--- src/rtl/i2c_stretch_pkg.sv ---
package i2c_stretch_pkg;
    typedef enum logic [1:0] {
        ST_FREE    = 2'd0,
        ST_TX_WAIT = 2'd1,
        ST_RX_WAIT = 2'd2,
        ST_SW_HOLD = 2'd3
    } stretch_state_t;
endpackage

--- src/rtl/i2c_stretch_trig.sv ---
module i2c_stretch_trig (
    input  logic dir_tx,
    input  logic ninth_fall,
    input  logic tx_full,
    input  logic stretch_en,
    output logic tx_trig,
    output logic rx_trig
);
    // transmit pause is mandatory when the buffer is empty
    always_comb begin
        tx_trig = ninth_fall && dir_tx && !tx_full;
        rx_trig = ninth_fall && !dir_tx && stretch_en;
    end
endmodule

--- src/rtl/i2c_stretch_hostreq.sv ---
module i2c_stretch_hostreq (
    input  logic host_wr,
    input  logic host_wdata,
    input  logic stretch_en,
    output logic host_release,
    output logic host_clear
);
    // a clearing write only counts when software stretching is enabled
    always_comb begin
        host_release = host_wr && host_wdata;
        host_clear   = host_wr && !host_wdata && stretch_en;
    end
endmodule

--- src/rtl/i2c_stretch_ctrl.sv ---
module i2c_stretch_ctrl
    import i2c_stretch_pkg::*;
(
    input  logic clk,
    input  logic rst_n,
    input  logic enable,
    input  logic dir_tx,
    input  logic ninth_fall,
    input  logic tx_full,
    input  logic stretch_en,
    input  logic stop_det,
    input  logic host_wr,
    input  logic host_wdata,
    output logic scl_hold,
    output logic rel_bit,
    output logic svc_irq
);
    stretch_state_t state_q, state_d;
    logic           irq_d, irq_q;
    logic           tx_trig, rx_trig;
    logic           host_release, host_clear;
    logic           force_free;

    i2c_stretch_trig u_trig (
        .dir_tx     (dir_tx),
        .ninth_fall (ninth_fall),
        .tx_full    (tx_full),
        .stretch_en (stretch_en),
        .tx_trig    (tx_trig),
        .rx_trig    (rx_trig)
    );

    i2c_stretch_hostreq u_host (
        .host_wr      (host_wr),
        .host_wdata   (host_wdata),
        .stretch_en   (stretch_en),
        .host_release (host_release),
        .host_clear   (host_clear)
    );

    assign force_free = !enable || stop_det;

    // next-state decision
    always_comb begin
        state_d = state_q;
        irq_d   = 1'b0;
        if (force_free) begin
            state_d = ST_FREE;
        end else begin
            unique case (state_q)
                ST_FREE: begin
                    if (tx_trig) begin
                        state_d = ST_TX_WAIT;
                        irq_d   = 1'b1;
                    end else if (rx_trig) begin
                        state_d = ST_RX_WAIT;
                        irq_d   = 1'b1;
                    end else if (host_clear) begin
                        state_d = ST_SW_HOLD;
                    end
                end
                ST_TX_WAIT, ST_RX_WAIT: begin
                    if (host_release)    state_d = ST_FREE;
                    else if (host_clear) state_d = ST_SW_HOLD;
                end
                ST_SW_HOLD: begin
                    if (host_release) state_d = ST_FREE;
                end
                default: state_d = ST_FREE;
            endcase
        end
    end

    // state register
    always_ff @(posedge clk or negedge rst_n) begin
        if (!rst_n) begin
            state_q <= ST_FREE;
            irq_q   <= 1'b0;
        end else begin
            state_q <= state_d;
            irq_q   <= irq_d;
        end
    end

    // outputs
    always_comb begin
        rel_bit  = (state_q == ST_FREE);
        scl_hold = (state_q != ST_FREE);
        svc_irq  = irq_q;
    end

    a_r2_tx_stretch: assert property (@(posedge clk) disable iff (!rst_n)
        (enable && !stop_det && rel_bit && ninth_fall && dir_tx && !tx_full)
        |=> (scl_hold && !rel_bit));

    a_r3_tx_full_free: assert property (@(posedge clk) disable iff (!rst_n)
        (rel_bit && ninth_fall && dir_tx && tx_full && !host_wr)
        |=> rel_bit);

    a_r5_rx_gate: assert property (@(posedge clk) disable iff (!rst_n)
        (rel_bit && ninth_fall && !dir_tx && !stretch_en)
        |=> rel_bit);

    a_r7_ignore_clear: assert property (@(posedge clk) disable iff (!rst_n)
        (enable && !stop_det && host_wr && !host_wdata && !stretch_en && !ninth_fall)
        |=> $stable(rel_bit));

    a_r8_irq_on_fall: assert property (@(posedge clk) disable iff (!rst_n)
        svc_irq |-> $fell(rel_bit));

    a_r8_irq_single: assert property (@(posedge clk) disable iff (!rst_n)
        svc_irq |=> !svc_irq);

    a_r9_force_free: assert property (@(posedge clk) disable iff (!rst_n)
        (!enable || stop_det) |=> (rel_bit && !scl_hold));

    always_comb begin
        if (rst_n) begin
            a_r11_inverse: assert (scl_hold == !rel_bit);
        end
    end
endmodule

--- config.mk ---
export PLATFORM = sky130hd
export DESIGN_NAME = i2c_stretch_ctrl
export DESIGN_NICKNAME = d
export VERILOG_FILES = /design/src/rtl/i2c_stretch_pkg.sv /design/src/rtl/i2c_stretch_trig.sv /design/src/rtl/i2c_stretch_hostreq.sv /design/src/rtl/i2c_stretch_ctrl.sv
export SDC_FILE = /design/constraint.sdc
export NUM_CORES = 1
export LEC_CHECK = 0
export CORE_AREA = 3 3 40 42
export DETAILED_ROUTE_END_ITERATION = 8
export DIE_AREA = 0 0 43 45
export GPL_TIMING_DRIVEN = 0
export PLACE_DENSITY_LB_ADDON = 0.25
export SYNTH_ARGS = -nofsm -noshare
export SYNTH_HDL_FRONTEND = slang
export SYNTH_SLANG_ARGS = --single-unit
--- constraint.sdc ---
create_clock -name clk -period 1.5 [get_ports clk]
set_clock_uncertainty 0.1 [all_clocks]
set_input_delay 0.3 -clock clk [delete_from_list [all_inputs] [get_ports clk]]
set_output_delay 0.3 -clock clk [all_outputs]
set_load 0.01 [all_outputs]
== Word level (Yosys, flattened, before mapping) ==
Cells that the tools add are included.

* Word-level logic and storage cells: 32
* Output and inout port bits: 3
* Register bits after elaboration: 3

* Mux-type cells: 11
* Equality and inequality tests: 4
* Reductions and logical operators: 15

{| class="wikitable"
|+ Operator list
! kind !! number
|-
| 2-bit two-way mux || 6
|-
| 1-bit logical AND || 7
|-
| 2-bit case mux with 3 select lines || 1
|-
| 2-bit == test (second input constant) || 2
|-
| 1-bit zero test || 4
|-
| 1-bit two-way mux || 4
|-
| 3-bit != test (second input constant) || 1
|-
| 2-bit by 1-bit == test with 1-bit output (second input constant) || 1
|-
| 2-bit zero test || 1
|-
| 2-bit nonzero test || 1
|-
| 2-bit OR reduction || 1
|-
| 1-bit logical OR || 1
|}

== Depth between registers and ports, before layout ==
* Depth after elaboration: 8
* Gate-level depth with buffers: 5
* Mapped depth without buffers: 5

== By module ==
From an unflattened synthesis, not the netlist that was laid out.

* Cell total of the unflattened synthesis: 27
* Area, all modules: 239.0 µm²

{| class="wikitable"
|+ By module, submodules not included
! module !! instances !! cells an instance !! area an instance (µm²) !! sequential area each (µm²)
|-
| i2c_stretch_ctrl || 1 || 23 || 203.9 || 75.1
|-
| i2c_stretch_trig || 1 || 2 || 18.8 || 0.0
|-
| i2c_stretch_hostreq || 1 || 2 || 16.3 || 0.0
|}

== Worst setup path before layout ==
OpenSTA, ideal clock, no wires.

* Path kind: register to register
* Start: register state_q[0]
* End: register state_q[1]
* Clock period less this slack: 1326 ps
* Stages on the path, launching flop included: 6
* Library setup time: 82 ps
* Arrival: 1144 ps
* Buffers on the path: 0
* Setup slack: 174 ps
* Required time: 1318 ps
* Path through: dfrtp_1 -> inv_1 -> ha_1 -> nand4b_1 -> a22o_1 -> a22oi_2

* Cells in the longest elaborated chain, start to end: 4

{| class="wikitable"
|+ Ends and longest elaborated chain
! what !! RTL line !! text
|-
| start: declaration || i2c_stretch_ctrl.sv:18 || <nowiki>stretch_state_t state_q, state_d;</nowiki>
|-
| start signal: assignment || i2c_stretch_ctrl.sv:80 || <nowiki>state_q <= state_d;</nowiki>
|-
| 2-bit by 1-bit == test with 1-bit output or 2-bit == test (tied branches) || i2c_stretch_ctrl.sv:50 || <nowiki>unique case (state_q)</nowiki>
|-
| 2-bit OR reduction || i2c_stretch_ctrl.sv:50 ||
|-
| 2-bit case mux with 3 select lines || i2c_stretch_ctrl.sv:50 ||
|-
| 2-bit two-way mux || i2c_stretch_ctrl.sv:47 || <nowiki>if (force_free) begin</nowiki>
|}

Parallel ways exist; a longest one is shown, timed or not.
A chain may end at the register's enable or synchronous reset.

== Worst setup path after layout ==
Same ends and word-level chain as after synthesis.

==> metrics <==
crit path max fanout=3; Post-Syn Nets=42; setup TNS=0 ns; asr flop ratio synth=100%; synthesized area per cell=~9.7 sq um; Max-slew headroom=78.8%; Final WS setup=0.0448 ns; grt ovf=0; design area=a little under 500 sq um; Primary FF master, synth=dfrtp_1; leading area contributor after synthesis=dfrtp_1; Seq/Total Area, Yosys=between 20% and 30%; clock share of power=between 40% and 50%; placed wire-length estimate=a little under 600 um; outcome=finished clean; largest net degree at the start of global routing=7; vias in the first global route=327; RSZ-0062 raised after global routing=false; DP Worst Slack=-0.182 ns; storage element area=75.1 sq um; PD cells=about 650 nW/um^2; maximum root-to-sink buffer count=2; DP Cell Count=56; Core Footprint=between 1000 and 1500 sq um; Crit path arrival time=roughly 1.5 ns; die height=45 um; final WL=between 700 and 800 um; Sw Ratio=around 28%; HP Class=primary input to async pin; Gate power share=26.0%; Hold Vio Cnt, Final=0; initial core utilization=approximately 22%; initial drt markers=1; Syn Std Cell Area=approximately 280 sq um; setup violators final=0; Req. time, crit path=approximately 1.6 ns; synth cell count leaders=dfrtp_1, ha_1, inv_1; Setup crit end kind=register; flop and latch count out of synthesis=3; sequential share of power=26.6%; Vias=between 300 and 400; Synth top area share=26.7%; # diodes=0; Sw Pwr=0.0000904 W; LEAKAGE=between 0.2 and 0.25 nW; worst-skew pair later-pin latency=roughly 0.25 ns; critical path class=register to register; Area after DPL=~420 sq um; Cells after Synth=29; Final ANT Viol Nets=0; wire per inst=roughly 13 um; Port Buffers=12; Yosys cell types=18; highest clock rate=just under 700 MHz; die width=43 um; CTS Buf Count=3; Post-synth EDFFs=0; Max-Cap Viols=0; CTS Hold Bufs=0; nets=62; Syn. warnings=0; Max Transition Viols Final=0; startpoint types=register; Cell Int Power=about 0.00023 W; drt drc=0; Tightest Pin Transition=between 0.3 and 0.4 ns; RePlAce Congestion=0.743; FP Rows=13; R2R depth=5; share of layout cells above drive strength 1=33.3%; P&R area growth vs syn=75.6%; Top-Level Pins=13; DIE AREA=between 1500 and 2000 sq um; GRT Overall Usage=under 10%; Multi-input gate area=between 200 and 250 sq um; drt pass-1 iters=2; maximum vdd drop=roughly 210 uV; Reg clk slew, reported paths=around 0.05 ns; top cells by area, synth=dfrtp_1, ha_1, nand4b_1; depth of the CTS H-tree=1; filler cell count=129; Sink Count=3; vias per cell=between 4 and 5; non-filler cells, final=63; minimum clock period=about 1.5 ns; initial antenna violation count=0; Root Buffer=clkbuf_4; first-pass GRT wire length=approximately 1300 um; Tcrit/Tclk final=97.0%; CTS tree=done
-- per-layer routing --
metal  GRT usage, %  part of all wire [%]  up-vias
met1           8.70                    39      140
met5              0                     0        -
met4           11.4                   8.2        0
met2           15.0                    48       14
met3           3.59                   5.4        6
li1               -                     -      150
-- path summary, 6_finish.rpt --
check	start	endpoint	slack [ns]
max reg2reg	state_q[0]	state_q[1]	0.04
max in group asynchronous	rst_n	svc_irq	1.00
min in group clk	tx_full	svc_irq	0.59
min	rst_n	state_q[1]	0.13
min reg2reg	state_q[0]	state_q[0]	0.60
max	state_q[0]	state_q[1]	0.04
-- cells in the final DEF, fill, tap and decap left out, types with 2 or more instances in the layout --
master and instances:
nand4b_1 2, nand3_1 2, clkdlybuf4s50_1 9, nand3b_1 2
inv_2 2, buf_4 3, a21boi_0 2, o211ai_1 2
clkbuf_4 3, ha_4 2, dfrtp_1 3
-- final cells by class --
| type | instances | share of cell area (%) |
|---|---|---|
| inverter | 3 | 2.28 |
| timing repair buffer | 15 | 27.3 |
| sequential | 3 | 15.2 |
| tap | 15 | 3.80 |
| multi-input combinational | 23 | 46.1 |
| clock buffer | 4 | 5.32 |
-- worst max-delay path, stage by stage (launching register included) --
cell and delay [ns]:
dfrtp_1 0.39, buf_4 0.15, ha_1 0.20, a21boi_4 0.15, a22o_1 0.23, a22oi_2 0.15
-- power by group through the flow --
stage,sequential [W],clock [W],combinational (W)
6_report,0.0000859,0.000153,0.0000841
5_1_grt,0.0000862,0.000165,0.0000905
4_1_cts,0.0000860,0.000153,0.0000812
3_5_place_dp,0.0000873,0,0.0000753
3_3_place_gp,0.0000872,0,0.0000747
2_1_floorplan,0.0000873,0,0.0000303
-- cells by family after synthesis --
logic type	Yosys count	share of synthesized area [%]
buffers and inverters	3	4.00
AOI/OAI and AO/OA	11	33.3
and+or+nand+nor	9	22.7
DFF	3	26.7
adders and majority gates	3	13.3
-- through the flow --
stage	power, W	hold WS (ns)	util [%]
detailed placement	0.000163	0.401	32.7
floorplan	0.000118	-0.0956	-
finish	0.000323	0.135	38.5
CTS	0.000321	0.142	37.3
global placement	0.000162	0.390	32.7
global route	0.000342	0.142	38.5
-- timing repair --
item,4_1_cts,5_1_grt
pin swaps,1,2
endpoints found under the setup margin,2,3
hold endpoints to repair,0,0
setup buffers,3,0
resized for setup,11,4
-- flip-flops by register name, summed over array words and instances, names as in the netlist --
signal,cells
svc_irq,1
state_q,2
Note: power is estimated with default switching activity, not from simulation.
